### src/rtl/cfg_i2c_pkg.sv
package cfg_i2c_pkg;
   localparam int unsigned BYTE_W   = 8;
   localparam int unsigned NUM_REGS = 2;
   localparam int unsigned PTR_W    = 1;

   typedef logic [BYTE_W-1:0] byte_t;

   typedef enum logic [2:0] {
      PH_IDLE,
      PH_CTRL,
      PH_REGSEL,
      PH_WDATA,
      PH_RDATA,
      PH_SKIP
   } phase_e;
endpackage

### src/rtl/cfg_i2c_line_sync.sv
module cfg_i2c_line_sync #(
   parameter int unsigned STAGES  = 2,
   parameter logic        RST_VAL = 1'b1
) (
   input  logic clk,
   input  logic rst_n,
   input  logic din,
   output logic dout
);
   logic [STAGES-1:0] chain_q;

   for (genvar s = 0; s < STAGES; s++) begin : g_stage
      if (s == 0) begin : g_first
         always_ff @(posedge clk or negedge rst_n) begin
            if (!rst_n) chain_q[s] <= RST_VAL;
            else        chain_q[s] <= din;
         end
      end else begin : g_next
         always_ff @(posedge clk or negedge rst_n) begin
            if (!rst_n) chain_q[s] <= RST_VAL;
            else        chain_q[s] <= chain_q[s-1];
         end
      end
   end

   assign dout = chain_q[STAGES-1];
endmodule

### src/rtl/cfg_i2c_frontend.sv
module cfg_i2c_frontend #(
   parameter int unsigned SYNC_STAGES = 2
) (
   input  logic clk,
   input  logic rst_n,
   input  logic scl_i,
   input  logic sda_i,
   output logic scl_lvl,
   output logic sda_lvl,
   output logic scl_rise,
   output logic scl_fall,
   output logic start_det,
   output logic stop_det
);
   logic scl_s, sda_s, scl_d, sda_d;

   cfg_i2c_line_sync #(.STAGES(SYNC_STAGES), .RST_VAL(1'b1)) u_scl_sync (
      .clk(clk), .rst_n(rst_n), .din(scl_i), .dout(scl_s));
   cfg_i2c_line_sync #(.STAGES(SYNC_STAGES), .RST_VAL(1'b1)) u_sda_sync (
      .clk(clk), .rst_n(rst_n), .din(sda_i), .dout(sda_s));

   always_ff @(posedge clk or negedge rst_n) begin
      if (!rst_n) begin
         scl_d <= 1'b1;
         sda_d <= 1'b1;
      end else begin
         scl_d <= scl_s;
         sda_d <= sda_s;
      end
   end

   assign scl_lvl   = scl_s;
   assign sda_lvl   = sda_s;
   assign scl_rise  = scl_s & ~scl_d;
   assign scl_fall  = ~scl_s & scl_d;
   assign start_det = scl_s & scl_d & sda_d & ~sda_s;
   assign stop_det  = scl_s & scl_d & ~sda_d & sda_s;
endmodule

### src/rtl/cfg_i2c_regbank.sv
module cfg_i2c_regbank
   import cfg_i2c_pkg::*;
#(
   parameter int unsigned                     REGS     = NUM_REGS,
   parameter logic [REGS-1:0][BYTE_W-1:0]     RST_VALS = '0
) (
   input  logic                          clk,
   input  logic                          rst_n,
   input  logic                          wr_en,
   input  logic [PTR_W-1:0]              wr_idx,
   input  byte_t                         wr_data,
   input  logic                          commit,
   input  logic                          discard,
   output logic [REGS-1:0][BYTE_W-1:0]   q,
   output logic [REGS-1:0]               pending
);
   if (REGS > (1 << PTR_W)) begin : g_bad_regs
      $error("regbank: REGS exceeds pointer range");
   end

   for (genvar r = 0; r < REGS; r++) begin : g_reg
      byte_t shadow_q;
      always_ff @(posedge clk or negedge rst_n) begin
         if (!rst_n) begin
            shadow_q   <= '0;
            pending[r] <= 1'b0;
            q[r]       <= RST_VALS[r];
         end else if (discard) begin
            pending[r] <= 1'b0;
         end else if (commit) begin
            if (pending[r]) q[r] <= shadow_q;
            pending[r] <= 1'b0;
         end else if (wr_en && (wr_idx == PTR_W'(r))) begin
            shadow_q   <= wr_data;
            pending[r] <= 1'b1;
         end
      end
   end
endmodule

### src/rtl/cfg_i2c_engine.sv
module cfg_i2c_engine
   import cfg_i2c_pkg::*;
#(
   parameter logic [6:0] DEV_ADDR = 7'b1000110
) (
   input  logic                            clk,
   input  logic                            rst_n,
   input  logic                            scl_rise,
   input  logic                            scl_fall,
   input  logic                            sda_lvl,
   input  logic                            start_det,
   input  logic                            stop_det,
   input  logic [NUM_REGS-1:0][BYTE_W-1:0] rd_q,
   output logic                            sda_oe,
   output logic                            wr_en,
   output logic [PTR_W-1:0]                wr_idx,
   output byte_t                           wr_data,
   output phase_e                          phase
);
   localparam int unsigned CNT_W     = $clog2(BYTE_W + 1);
   localparam logic [CNT_W-1:0] LAST = CNT_W'(BYTE_W);
   localparam byte_t SEL_LIMIT       = byte_t'(NUM_REGS);
   localparam logic [PTR_W:0] WLIMIT = (PTR_W+1)'(NUM_REGS);

   phase_e            phase_q, nxt_q, dec_next;
   logic              ack_ph_q, oe_q, dec_ack, byte_done, active;
   logic [CNT_W-1:0]  cnt_q;
   byte_t             sh_q, tx_q;
   logic [PTR_W-1:0]  ptr_q;
   logic [PTR_W:0]    widx_q;

   assign active    = (phase_q != PH_IDLE) && (phase_q != PH_SKIP);
   assign byte_done = active && scl_fall && !ack_ph_q && (cnt_q == LAST);

   always_comb begin
      dec_ack  = 1'b0;
      dec_next = PH_SKIP;
      unique case (phase_q)
         PH_CTRL: if (sh_q[BYTE_W-1:1] == DEV_ADDR) begin
            dec_ack  = 1'b1;
            dec_next = sh_q[0] ? PH_RDATA : PH_REGSEL;
         end
         PH_REGSEL: if (sh_q < SEL_LIMIT) begin
            dec_ack  = 1'b1;
            dec_next = PH_WDATA;
         end
         PH_WDATA: if (widx_q < WLIMIT) begin
            dec_ack  = 1'b1;
            dec_next = PH_WDATA;
         end
         PH_RDATA: dec_next = PH_RDATA;
         default: ;
      endcase
   end

   assign wr_en   = byte_done && (phase_q == PH_WDATA) && dec_ack;
   assign wr_idx  = widx_q[PTR_W-1:0];
   assign wr_data = sh_q;

   always_ff @(posedge clk or negedge rst_n) begin
      if (!rst_n) begin
         phase_q  <= PH_IDLE;
         nxt_q    <= PH_IDLE;
         ack_ph_q <= 1'b0;
         oe_q     <= 1'b0;
         cnt_q    <= '0;
         sh_q     <= '0;
         tx_q     <= '0;
         ptr_q    <= '0;
         widx_q   <= '0;
      end else if (start_det) begin
         phase_q  <= PH_CTRL;
         ack_ph_q <= 1'b0;
         cnt_q    <= '0;
         oe_q     <= 1'b0;
      end else if (stop_det) begin
         phase_q  <= PH_IDLE;
         ack_ph_q <= 1'b0;
         cnt_q    <= '0;
         oe_q     <= 1'b0;
      end else if (active) begin
         if (scl_rise) begin
            if (!ack_ph_q) begin
               cnt_q <= cnt_q + 1'b1;
               sh_q  <= {sh_q[BYTE_W-2:0], sda_lvl};
            end else if ((phase_q == PH_RDATA) && sda_lvl) begin
               nxt_q <= PH_SKIP;
            end
         end else if (scl_fall) begin
            if (ack_ph_q) begin
               ack_ph_q <= 1'b0;
               cnt_q    <= '0;
               phase_q  <= nxt_q;
               if (nxt_q == PH_RDATA) begin
                  tx_q <= rd_q[ptr_q];
                  oe_q <= ~rd_q[ptr_q][BYTE_W-1];
               end else begin
                  oe_q <= 1'b0;
               end
            end else if (cnt_q == LAST) begin
               ack_ph_q <= 1'b1;
               nxt_q    <= dec_next;
               oe_q     <= dec_ack;
               if ((phase_q == PH_REGSEL) && dec_ack) begin
                  ptr_q  <= sh_q[PTR_W-1:0];
                  widx_q <= {1'b0, sh_q[PTR_W-1:0]};
               end
               if (wr_en) widx_q <= widx_q + 1'b1;
            end else if ((phase_q == PH_RDATA) && (cnt_q != '0)) begin
               tx_q <= {tx_q[BYTE_W-2:0], 1'b0};
               oe_q <= ~tx_q[BYTE_W-2];
            end
         end
      end
   end

   assign sda_oe = oe_q;
   assign phase  = phase_q;
endmodule

### src/rtl/cfg_i2c_target.sv
module cfg_i2c_target
   import cfg_i2c_pkg::*;
#(
   parameter logic [6:0]        DEV_ADDR    = 7'b1000110,
   parameter int unsigned       SYNC_STAGES = 2,
   parameter logic [BYTE_W-1:0] CFG0_RST    = 8'h00,
   parameter logic [BYTE_W-1:0] CFG1_RST    = 8'h00
) (
   input  logic              clk,
   input  logic              rst_n,
   input  logic              scl_i,
   input  logic              sda_i,
   output logic              sda_oe,
   output logic [BYTE_W-1:0] cfg0_q,
   output logic [BYTE_W-1:0] cfg1_q
);
   localparam logic [NUM_REGS-1:0][BYTE_W-1:0] RST_VALS = {CFG1_RST, CFG0_RST};

   if (SYNC_STAGES < 2) begin : g_bad_sync
      $error("cfg_i2c_target: SYNC_STAGES must be at least 2");
   end
   if (NUM_REGS != 2) begin : g_bad_count
      $error("cfg_i2c_target: exactly two registers are exposed");
   end

   logic scl_lvl, sda_lvl, scl_rise, scl_fall, start_det, stop_det;
   logic wr_en;
   logic [PTR_W-1:0] wr_idx;
   byte_t wr_data;
   phase_e phase;
   logic [NUM_REGS-1:0][BYTE_W-1:0] regs_q;
   logic [NUM_REGS-1:0] pending;

   cfg_i2c_frontend #(.SYNC_STAGES(SYNC_STAGES)) u_front (
      .clk(clk), .rst_n(rst_n), .scl_i(scl_i), .sda_i(sda_i),
      .scl_lvl(scl_lvl), .sda_lvl(sda_lvl), .scl_rise(scl_rise),
      .scl_fall(scl_fall), .start_det(start_det), .stop_det(stop_det));

   cfg_i2c_engine #(.DEV_ADDR(DEV_ADDR)) u_engine (
      .clk(clk), .rst_n(rst_n), .scl_rise(scl_rise), .scl_fall(scl_fall),
      .sda_lvl(sda_lvl), .start_det(start_det), .stop_det(stop_det),
      .rd_q(regs_q), .sda_oe(sda_oe), .wr_en(wr_en), .wr_idx(wr_idx),
      .wr_data(wr_data), .phase(phase));

   cfg_i2c_regbank #(.REGS(NUM_REGS), .RST_VALS(RST_VALS)) u_regs (
      .clk(clk), .rst_n(rst_n), .wr_en(wr_en), .wr_idx(wr_idx),
      .wr_data(wr_data), .commit(stop_det), .discard(start_det),
      .q(regs_q), .pending(pending));

   assign cfg0_q = regs_q[0];
   assign cfg1_q = regs_q[1];
endmodule

### config.mk
export PLATFORM = sky130hd
export DESIGN_NAME = cfg_i2c_target
export DESIGN_NICKNAME = d
export VERILOG_FILES = /design/src/rtl/cfg_i2c_pkg.sv /design/src/rtl/cfg_i2c_line_sync.sv /design/src/rtl/cfg_i2c_frontend.sv /design/src/rtl/cfg_i2c_regbank.sv /design/src/rtl/cfg_i2c_engine.sv /design/src/rtl/cfg_i2c_target.sv
export SDC_FILE = /design/constraint.sdc
export NUM_CORES = 1
export LEC_CHECK = 0
export BUFFER_PORTS_ARGS = -buffer_cell sky130_fd_sc_hd__clkbuf_2
export CAP_MARGIN = 40
export CORE_MARGIN = 2
export CORE_UTILIZATION = 55
export DETAILED_ROUTE_END_ITERATION = 16
export PLACE_DENSITY = 0.73
export SYNTH_ARGS = -nofsm -noshare
export SYNTH_HDL_FRONTEND = slang
export SYNTH_SLANG_ARGS = --single-unit
### constraint.sdc
create_clock -name clk -period 3 [get_ports clk]
set_clock_uncertainty 0.15 [all_clocks]
set_input_delay 0.3 -clock clk [delete_from_list [all_inputs] [get_ports clk]]
set_output_delay 0.3 -clock clk [all_outputs]
set_load 0.005 [all_outputs]
==> impl_table.tex, run 1 <==
\begin{tabular}{lr}
\hline
Metric & Value \\
\hline
\multicolumn{2}{l}{\textbf{Synth}} \\
Yosys warning total & 0 \\
Most repeated cell in the gate-level netlist after synthesis & sky130\_fd\_sc\_hd\_\_dfrtp\_1 \\
Top FF cell, synth & sky130\_fd\_sc\_hd\_\_dfrtp\_1 \\
Post-Syn Area per Cell & 12.2 um\^{}2 \\
Mapped Cells & 267 \\
Area of the mapped netlist & 0.00326 mm\^{}2 \\
Number of enable-type register cells in the synthesized netlist & 0 \\
Syn Nets & 276 \\
Ranking of synthesized cells by area & sky130\_fd\_sc\_hd\_\_dfrtp\_1 (49\%), sky130\_fd\_sc\_hd\_\_mux2\_2 (17\%), sky130\_fd\_sc\_hd\_\_dfstp\_2 (4.8\%), sky130\_fd\_sc\_hd\_\_mux2i\_1 (3.7\%), sky130\_fd\_sc\_hd\_\_nor2\_1 (2.4\%) \\
Synthesized flop and latch total & 70 \\
Most numerous cell types in the synthesized netlist & sky130\_fd\_sc\_hd\_\_dfrtp\_1 (64), sky130\_fd\_sc\_hd\_\_mux2\_2 (48), sky130\_fd\_sc\_hd\_\_nor2\_1 (21) \\
Async set or reset register ratio after synthesis & 1.00 \\
Top cell type by total area after synthesis & sky130\_fd\_sc\_hd\_\_dfrtp\_1 \\
Sequential fraction of the synthesis area & 0.540 \\
Cell variety after synth & 43 \\
Share of the synthesized area in the top cell type & 0.491 \\
\multicolumn{2}{l}{\textbf{Clocking}} \\
CTS HTree Levels & 3 \\
TritonCTS clock tree & built \\
Resized cells post-CTS & 0 \\
Clock-pin slew reported for the worst setup and hold paths after clock tree synthesis & 0.07 ns \\
Clock Tree Root & sky130\_fd\_sc\_hd\_\_clkbuf\_8 \\
Worst-skew pair later-pin latency & 0.34 ns \\
Clock net sink count & 70 \\
Number of CTS-inserted buffers & 9 \\
Maximum buffer depth of the clock tree & 2 \\
\multicolumn{2}{l}{\textbf{Critical path}} \\
Crit end category & register \\
Crit path required time & 3.07 ns \\
Internal reg-to-reg setup slack & 0.28 ns \\
Worst-path fanout max & 9 \\
Critical path type & reg -> reg \\
Family with the most delay on the worst path & compound AO/OA/AOI/OAI gates \\
Worst path bufs/invs & 0 \\
Critical register-to-register path startpoint & u\_engine.phase[0] \\
Highest-delay cell along the critical path & sky130\_fd\_sc\_hd\_\_a2111oi\_4 \\
Capturing point of the worst reg2reg path & u\_regs.g\_reg[1].shadow\_q[6] \\
Crit path arrival time & 2.79 ns \\
Cells on worst reg2reg path & 5 \\
Critical Path Max Stage Delay & 0.69 ns \\
Critical path cell sequence & or4\_1 > nor2\_1 > o21ai\_2 > a2111oi\_4 > mux2\_2 \\
Worst Setup Start Kind & register \\
\multicolumn{2}{l}{\textbf{STA}} \\
Number of pins exceeding their max-slew limit in the final report & 0 \\
Least-Margin Pin Slew & 0.787 ns \\
Maximum achievable frequency & 0.368 GHz \\
Relative slew slack & 0.475 \\
RSZ-0062 raised after global routing & false \\
Number of hold violations in the final report & 0 \\
Setup Total Neg Slack & 0 ns \\
Final count of negative-setup-slack endpoints & 0 \\
Fin crit period & 2.72 ns \\
Period utilization & 0.907 \\
\multicolumn{2}{l}{\textbf{Route}} \\
Routed Wire Length & 6370 um \\
Detail-routed net length per standard cell & 17.0 um \\
Final routed DRC violation total & 0 \\
Detail Route Antenna Nets & 0 \\
First DRT Iteration DRCs & 104 \\
Via count & 2,140 \\
First-pass iteration count of the detailed router & 4 \\
Vias/cell & 5.71 \\
\multicolumn{2}{l}{\textbf{Global routing}} \\
First-pass GRT wire length & 10,500 um \\
Initial antenna violation count & 0 \\
Maximum number of pins on one net before global-route repair & 38 \\
Number of global-route vias before repair & 2,066 \\
GRT Resource Usage Total & 0.219 \\
GR Overflow Total & 0 \\
\multicolumn{2}{l}{\textbf{Status}} \\
Status & finished clean \\
\multicolumn{2}{l}{\textbf{Placed design}} \\
IO Port Bufs & 20 \\
Final estimated routing congestion in global placement & 0.834 \\
Half-perimeter wire length after detailed placement & 4520 um \\
\multicolumn{2}{l}{\textbf{Die}} \\
Core Box Area & 0.00582 mm\^{}2 \\
Standard-cell row count & 28 \\
Die height & 81.0 um \\
I/O pin count & 21 \\
Die area & 0.00656 mm\^{}2 \\
Starting utilization of the core area & 0.560 \\
Horizontal die dimension & 81.0 um \\
\multicolumn{2}{l}{\textbf{Pwr}} \\
Pleak & 0.00173 uW \\
Power per standard cell area & 481 mW/mm\^{}2 \\
Maximum ir drop on the vdd rail & 355 uV \\
Power, Total & 1760 uW \\
\multicolumn{2}{l}{\textbf{Cells and area}} \\
Count of nets after finishing & 305 \\
Share of layout cells above drive strength 1 & 0.330 \\
Diodes inserted & 0 \\
Synth-to-Final Area Change & 12.2\% \\
\multicolumn{2}{l}{\textbf{Worst hold path}} \\
Hold Path Depth & 0 \\
End point of the most critical hold path & u\_front.u\_sda\_sync.dout \\
Class of the most critical hold timing path & reg -> reg \\
Worst min-delay path startpoint & u\_front.u\_sda\_sync.chain\_q[0] \\
\multicolumn{2}{l}{\textbf{Flow run}} \\
Number of maximum-capacitance violations & 0 \\
\hline
\end{tabular}
-- layout by cell type (no fill, tap or decap), drive strengths merged, types with 2 or more instances in the layout --
master,count
inv,11
o41ai,2
nor4,5
clkinvlp,2
o21a,3
dfstp,6
or4,5
nand3b,3
a2111oi,2
o211ai,4
nor2,21
nand3,4
nand2b,5
mux2i,12
or3,5
buf,6
clkinv,3
a21oi,14
dlygate4sd3,3
nand2,12
dfrtp,64
mux2,49
nor2b,3
o21ai,5
clkbuf,28
ha,5
and2,2
xor2,2
-- power breakdown --
| part | total (uW) | internal, uW | switching [uW] |
|---|---|---|---|
| clock | 642 | 293 | 350 |
| combinational | 102 | 39.7 | 62.7 |
| sequential | 1010 | 974 | 39.8 |
-- through the flow --
step / cells / area [um^2] / setup WS [ns] / util / hold WS, ns
2_1_floorplan: 267 / 3260 / 0.495 / - / -0.146
3_3_place_gp: 357 / 3460 / 0.373 / 0.596 / 0.196
3_5_place_dp: 357 / 3460 / 0.314 / 0.596 / 0.197
4_1_cts: 375 / 3660 / 0.287 / 0.629 / 0.207
5_1_grt: 375 / 3660 / 0.175 / 0.629 / 0.215
6_report: 375 / 3660 / 0.280 / 0.629 / 0.207
-- final cells by class --
cell class | count | area (um^2)
multi-input combinational | 177 | 1420
clock inverter | 6 | 38.8
tap | 75 | 93.8
timing repair buffer | 28 | 180
inverter | 10 | 37.5
clock buffer | 9 | 124
sequential | 70 | 1760
fill | 476 | 2160
-- registers in the layout (all words and copies together) (netlist names) --
register / cells
u_front.u_scl_sync.chain_q: 1
u_front.scl_d: 1
u_engine.wr_data: 8
u_engine.ptr_q: 1
u_engine.widx_q: 2
u_engine.phase: 3
u_engine.tx_q: 7
u_front.u_sda_sync.chain_q: 1
u_regs.pending: 2
u_front.sda_d: 1
u_front.u_scl_sync.dout: 1
u_regs.q: 16
u_front.u_sda_sync.dout: 1
u_engine.ack_ph_q: 1
u_engine.nxt_q: 3
u_engine.cnt_q: 4
u_regs.g.shadow_q: 16
u_engine.sda_oe: 1
-- worst max path at each step --
stage / startpoint / to / slack [ns] / cells after the start
CTS: u_engine.phase[0] / u_regs.g_reg[1].shadow_q[6] / 0.29 / 5
detailed placement: u_engine.phase[0] / u_regs.g_reg[1].shadow_q[6] / 0.31 / 5
global route: u_engine.phase[0] / u_regs.g_reg[1].shadow_q[5] / 0.18 / 5
global placement: u_engine.phase[0] / u_regs.g_reg[1].shadow_q[5] / 0.37 / 5
floorplan: u_engine.phase[0] / u_regs.g_reg[1].shadow_q[0] / 0.50 / 6
finish: u_engine.phase[0] / u_regs.g_reg[1].shadow_q[6] / 0.28 / 5
-- kinds of logic after synthesis --
logic type | share of synthesized area
xor+xnor | 0.00806
flops | 0.540
buf+inv | 0.0234
fa+ha+maj | 0.0192
mux | 0.206
simple gates | 0.114
compound gates | 0.0891
-- what timing repair did --
action / in CTS / in global routing
buffers inserted: 0 / 0
hold endpoints to repair: 35 / 0
hold buffers: 3 / 0
setup endpoints to repair: 0 / 0
-- per-layer routing --
| layer | track usage | wire length [um] | vias up |
|---|---|---|---|
| li1 | - | - | 1023 |
| met4 | 0.0847 | 138 | 0 |
| met1 | 0.316 | 3060 | 1055 |
| met5 | 0 | 0 | - |
| met3 | 0.0511 | 269 | 12 |
| met2 | 0.321 | 2900 | 50 |
Note: power is estimated with default switching activity, not from simulation.
==> run 2, diff against run 1 <==
==> constraint.sdc (replaced) <==
create_clock -name clk -period 3 [get_ports clk]
set_clock_uncertainty 0.15 [all_clocks]
set_input_delay 0.6 -clock clk [delete_from_list [all_inputs] [get_ports clk]]
set_output_delay 0.6 -clock clk [all_outputs]
set_load 0.005 [all_outputs]
==> run 2 against run 1 <==
Net effect:
- wire length is essentially flat
- global-route usage shrank 0.12 points
- non-clock buffer count shrank 2
- sequential power is essentially flat
- sequential share of layout area shrank 0.54 points
- clock-buffer cell count is the same
- clock power grew 36%
- core utilization grew 0.71 points
- final area grew 1.1%
- via count grew 0.47%
- final cell count shrank 0.27%
- die area is the same
- critical path type unchanged
- critical endpoint unchanged
==> impl_table.tex, run 2 (synthesis gave the netlist of run 1 again) <==
\begin{tabular}{lr}
\hline
Metric & Value \\
\hline
\multicolumn{2}{l}{\textbf{Status}} \\
Status & finished clean \\
\multicolumn{2}{l}{\textbf{Cells and area}} \\
Fin area & 0.00370 mm\^{}2 \\
Share of layout cells above drive strength 1 & 0.338 \\
Most frequent standard cell in the layout excluding fill and tap cells & sky130\_fd\_sc\_hd\_\_dfrtp\_1 \\
Count of nets after finishing & 303 \\
Synth-to-Final Area Change & 13.5\% \\
Area occupied by registers & 0.00176 mm\^{}2 \\
Layout filler cell count & 480 \\
Commonest non-fill, non-tap cells in the layout & sky130\_fd\_sc\_hd\_\_dfrtp\_1 (64), sky130\_fd\_sc\_hd\_\_mux2\_2 (48), sky130\_fd\_sc\_hd\_\_nor2\_1 (21) \\
Multi-input gate area in the final layout & 0.00142 mm\^{}2 \\
Diodes inserted & 0 \\
\multicolumn{2}{l}{\textbf{Critical path}} \\
Crit path required time & 3.08 ns \\
Critical path cell sequence & or4\_1 > nor2\_1 > o21ai\_2 > a2111oi\_4 > mux2\_2 \\
Critical Path Max Stage Delay & 0.65 ns \\
Cells on worst reg2reg path & 5 \\
Internal reg-to-reg setup slack & 0.38 ns \\
Critical path type & reg -> reg \\
Worst-path fanout max & 9 \\
Crit end category & register \\
Critical Path End & u\_regs.g\_reg[1].shadow\_q[6] \\
Family with the most delay on the worst path & compound AO/OA/AOI/OAI gates \\
Capturing point of the worst reg2reg path & u\_regs.g\_reg[1].shadow\_q[6] \\
Worst path bufs/invs & 0 \\
Crit. path cell count & 5 \\
Critical register-to-register path startpoint & u\_engine.phase[0] \\
Highest-delay cell along the critical path & sky130\_fd\_sc\_hd\_\_a2111oi\_4 \\
Timing startpoint of the critical path & u\_engine.phase[0] \\
Worst Setup Start Kind & register \\
Crit path arrival time & 2.71 ns \\
\multicolumn{2}{l}{\textbf{Clocking}} \\
Post-CTS setup buffer count & 0 \\
Resized cells post-CTS & 0 \\
Clock Tree Root & sky130\_fd\_sc\_hd\_\_clkbuf\_8 \\
Clock-pin slew reported for the worst setup and hold paths after clock tree synthesis & 0.09 ns \\
Number of CTS-inserted buffers & 9 \\
Clock net sink count & 70 \\
TritonCTS clock tree & built \\
CTS HTree Levels & 3 \\
CTS hold repair buffers & 0 \\
Maximum buffer depth of the clock tree & 2 \\
Worst-skew pair later-pin latency & 0.35 ns \\
\multicolumn{2}{l}{\textbf{STA}} \\
Maximum achievable frequency & 0.381 GHz \\
Final count of negative-setup-slack endpoints & 0 \\
RSZ-0062 raised after global routing & false \\
Fin crit period & 2.62 ns \\
Number of pins exceeding their max-slew limit in the final report & 0 \\
Least-Margin Pin Slew & 0.646 ns \\
Smallest hold slack & 0.0927 ns \\
Relative slew slack & 0.567 \\
Number of hold violations in the final report & 0 \\
Setup Total Neg Slack & 0 ns \\
Period utilization & 0.874 \\
\multicolumn{2}{l}{\textbf{Global routing}} \\
GR Overflow Total & 0 \\
First-pass GRT wire length & 10,500 um \\
GRT Resource Usage Total & 0.217 \\
Maximum number of pins on one net before global-route repair & 47 \\
Initial antenna violation count & 0 \\
Number of global-route vias before repair & 2,064 \\
\multicolumn{2}{l}{\textbf{Placed design}} \\
Post-placement cell area & 0.00347 mm\^{}2 \\
Final estimated routing congestion in global placement & 0.843 \\
Half-perimeter wire length after detailed placement & 4390 um \\
IO Port Bufs & 20 \\
\multicolumn{2}{l}{\textbf{Die}} \\
Core Box Area & 0.00582 mm\^{}2 \\
Die area & 0.00656 mm\^{}2 \\
Die height & 81.0 um \\
I/O pin count & 21 \\
Horizontal die dimension & 81.0 um \\
Starting utilization of the core area & 0.560 \\
Standard-cell row count & 28 \\
\multicolumn{2}{l}{\textbf{Route}} \\
Vias/cell & 5.75 \\
Detail-routed net length per standard cell & 17.0 um \\
Detail Route Antenna Nets & 0 \\
First-pass iteration count of the detailed router & 4 \\
First DRT Iteration DRCs & 144 \\
Routed Wire Length & 6380 um \\
Final routed DRC violation total & 0 \\
Via count & 2,150 \\
\multicolumn{2}{l}{\textbf{Pwr}} \\
Pleak & 0.00176 uW \\
Power per standard cell area & 537 mW/mm\^{}2 \\
Maximum ir drop on the vdd rail & 554 uV \\
\multicolumn{2}{l}{\textbf{Flow run}} \\
Number of maximum-capacitance violations & 0 \\
\multicolumn{2}{l}{\textbf{Worst hold path}} \\
Class of the most critical hold timing path & in -> async \\
\hline
\end{tabular}
-- run 2: worst min-delay path by stage --
stage | from | to | cells after the start
detailed placement | u_front.u_sda_sync.chain_q[0] | u_front.u_sda_sync.dout | 0
floorplan | rst_n | u_engine.ack_ph_q | 0
global route | rst_n | u_engine.cnt_q[1] | 1
finish | rst_n | u_engine.nxt_q[1] | 1
CTS | rst_n | u_engine.cnt_q[1] | 1
global placement | u_front.u_sda_sync.chain_q[0] | u_front.u_sda_sync.dout | 0
-- run 2: through the flow --
step | setup slack, ns | util | total power (uW) | std cells
floorplan | 0.495 | - | 1080 | 267
global placement | 0.375 | 0.597 | 1130 | 358
detailed placement | 0.367 | 0.597 | 1130 | 358
CTS | 0.367 | 0.636 | 2000 | 374
global route | 0.146 | 0.636 | 2060 | 374
finish | 0.378 | 0.636 | 1990 | 374
-- run 2: final cells by class --
cell class              instances  area share
clock buffers                   9      0.0335
clock inverters                 7      0.0277
inverters                      10      0.0101
multi-input cells             177       0.385
flip-flops and latches         70       0.476
well taps                      75      0.0254
repair buffers                 26      0.0426
-- run 2: where the power goes --
part           internal (uW)  switching [uW]
sequential               974            40.4
clock                    478             393
combinational           38.1            61.6
total                   1490             495
-- run 2: routing by layer --
layer  up-vias  wire length, um  track usage
met5         -                0            0
li1       1017                -            -
met2        40             2790        0.296
met1      1081             3190        0.329
met3        12              255       0.0544
met4         0              141       0.0949
==> run 3, diff against run 2 <==
- CORE_UTILIZATION: 55 -> 32
- PLACE_DENSITY: 0.73 -> unset
==> run 3 against run 2 <==
Net effect:
- register-to-register slack better by 0.07 ns
- setup slack better by 0.072 ns
- largest power group unchanged
- flip-flop and latch count unchanged
- critical path depth up 2
==> impl_table.tex, run 3 (synthesis gave the netlist of run 1 again) <==
\begin{tabular}{lr}
\hline
Metric & Value \\
\hline
\multicolumn{2}{l}{\textbf{Route}} \\
Detail-routed net length per standard cell & 15.5 um \\
First-pass iteration count of the detailed router & 4 \\
Via count & 2,154 \\
Final routed DRC violation total & 0 \\
Vias/cell & 4.96 \\
Detail Route Antenna Nets & 0 \\
Routed Wire Length & 6720 um \\
First DRT Iteration DRCs & 124 \\
\multicolumn{2}{l}{\textbf{Clocking}} \\
CTS HTree Levels & 3 \\
CTS hold repair buffers & 0 \\
TritonCTS clock tree & built \\
Post-CTS setup buffer count & 0 \\
Resized cells post-CTS & 0 \\
Clock-pin slew reported for the worst setup and hold paths after clock tree synthesis & 0.08 ns \\
Maximum buffer depth of the clock tree & 2 \\
Number of CTS-inserted buffers & 9 \\
Clock Tree Root & sky130\_fd\_sc\_hd\_\_clkbuf\_8 \\
Clock net sink count & 70 \\
Worst-skew pair later-pin latency & 0.35 ns \\
\multicolumn{2}{l}{\textbf{Global routing}} \\
Number of global-route vias before repair & 2,249 \\
Initial antenna violation count & 0 \\
GRT Resource Usage Total & 0.133 \\
GR Overflow Total & 0 \\
Maximum number of pins on one net before global-route repair & 71 \\
First-pass GRT wire length & 11,400 um \\
\multicolumn{2}{l}{\textbf{Placed design}} \\
Half-perimeter wire length after detailed placement & 4670 um \\
Cell count after placement & 419 \\
IO Port Bufs & 20 \\
Final estimated routing congestion in global placement & 0.851 \\
\multicolumn{2}{l}{\textbf{STA}} \\
Setup Total Neg Slack & 0 ns \\
Least-Margin Pin Slew & 0.634 ns \\
Number of hold violations in the final report & 0 \\
Maximum achievable frequency & 0.392 GHz \\
Relative slew slack & 0.574 \\
Final count of negative-setup-slack endpoints & 0 \\
Number of pins exceeding their max-slew limit in the final report & 0 \\
RSZ-0062 raised after global routing & false \\
Fin crit period & 2.55 ns \\
Period utilization & 0.850 \\
\multicolumn{2}{l}{\textbf{Pwr}} \\
Maximum ir drop on the vdd rail & 270 uV \\
Clock network fraction of design power & 0.368 \\
Switching power of the nets & 455 uW \\
Combinational group share of total power & 0.059 \\
Power per standard cell area & 472 mW/mm\^{}2 \\
Proportion of total power due to net switching & 0.258 \\
P\_int & 1310 uW \\
Sequential group share of total power & 0.573 \\
Pleak & 0.00174 uW \\
\multicolumn{2}{l}{\textbf{Cells and area}} \\
Synth-to-Final Area Change & 14.4\% \\
Number of standard cells in the layout, taps in and fillers out & 434 \\
Share of layout cells above drive strength 1 & 0.342 \\
Diodes inserted & 0 \\
Most frequent standard cell in the layout excluding fill and tap cells & sky130\_fd\_sc\_hd\_\_dfrtp\_1 \\
Layout filler cell count & 1,000 \\
Commonest non-fill, non-tap cells in the layout & sky130\_fd\_sc\_hd\_\_dfrtp\_1 (64), sky130\_fd\_sc\_hd\_\_mux2\_2 (48), sky130\_fd\_sc\_hd\_\_nor2\_1 (21) \\
Count of nets after finishing & 306 \\
\multicolumn{2}{l}{\textbf{Critical path}} \\
Critical path cell sequence & inv\_1 > ha\_1 > nor2b\_1 > o21ai\_0 > nand3b\_1 > nor4\_1 > mux2\_2 \\
Critical Path Max Stage Delay & 0.55 ns \\
Critical path type & reg -> reg \\
Family with the most delay on the worst path & simple AND/OR/NAND/NOR gates \\
Critical register-to-register path startpoint & u\_front.scl\_d \\
Highest-delay cell along the critical path & sky130\_fd\_sc\_hd\_\_dfstp\_2 \\
Timing startpoint of the critical path & u\_front.scl\_d \\
Worst path bufs/invs & 1 \\
Crit end category & register \\
Worst-path fanout max & 10 \\
Crit path required time & 3.08 ns \\
Worst Setup Start Kind & register \\
Crit path arrival time & 2.63 ns \\
\multicolumn{2}{l}{\textbf{Die}} \\
Standard-cell row count & 36 \\
Horizontal die dimension & 105 um \\
Die area & 0.0110 mm\^{}2 \\
Starting utilization of the core area & 0.332 \\
Core Box Area & 0.00982 mm\^{}2 \\
Die height & 105 um \\
I/O pin count & 21 \\
\multicolumn{2}{l}{\textbf{Flow run}} \\
Number of maximum-capacitance violations & 0 \\
\multicolumn{2}{l}{\textbf{Status}} \\
Status & finished clean \\
\multicolumn{2}{l}{\textbf{Worst hold path}} \\
Class of the most critical hold timing path & in -> async \\
\hline
\end{tabular}
run 3: final cells by class:
type	count	area, um^2	share of cell area
repair buffers	29	180	0.0483
inverters	10	37.5	0.0101
flip-flops and latches	70	1760	0.472
clock buffers	9	124	0.0332
multi-input cells	177	1420	0.382
clock inverters	6	38.8	0.0104
well taps	133	166	0.0446
run 3: final timing paths:
path	endpoint	slack (ns)	depth (start not counted)
max	u_engine.ptr_q	0.45	7
min	u_engine.tx_q[2]	0.09	2
max reg2reg	u_engine.ptr_q	0.45	7
min reg2reg	u_front.u_sda_sync.dout	0.21	0
max in group asynchronous	u_front.u_sda_sync.dout	2.24	2
min in group clk	u_front.u_sda_sync.chain_q[0]	0.18	1
run 3: power groups by stage:
stage | Sequential (uW) | Clock, uW | Combinational (uW)
finish | 1010 | 649 | 104
global route | 1020 | 723 | 119
CTS | 1010 | 675 | 107
detailed placement | 1030 | 0 | 106
global placement | 1030 | 0 | 105
floorplan | 1010 | 0 | 63.7
run 3: layer usage:
metal | up-vias | part of all wire | GRT usage
li1 | 1021 | - | -
met1 | 1086 | 0.50 | 0.183
met2 | 35 | 0.45 | 0.196
met3 | 12 | 0.032 | 0.0349
met4 | 0 | 0.021 | 0.0600
met5 | - | 0 | 0
run 3: metrics by stage:
step | instance area, um^2 | utilization | hold WS [ns] | worst slack (ns) | total power (uW)
finish | 3730 | 0.380 | 0.0941 | 0.450 | 1760
global route | 3730 | 0.380 | 0.123 | 0.327 | 1860
CTS | 3730 | 0.380 | 0.122 | 0.455 | 1790
detailed placement | 3570 | 0.363 | 0.197 | 0.483 | 1130
global placement | 3570 | 0.363 | 0.197 | 0.480 | 1130
floorplan | 3260 | - | 0.154 | 0.495 | 1080
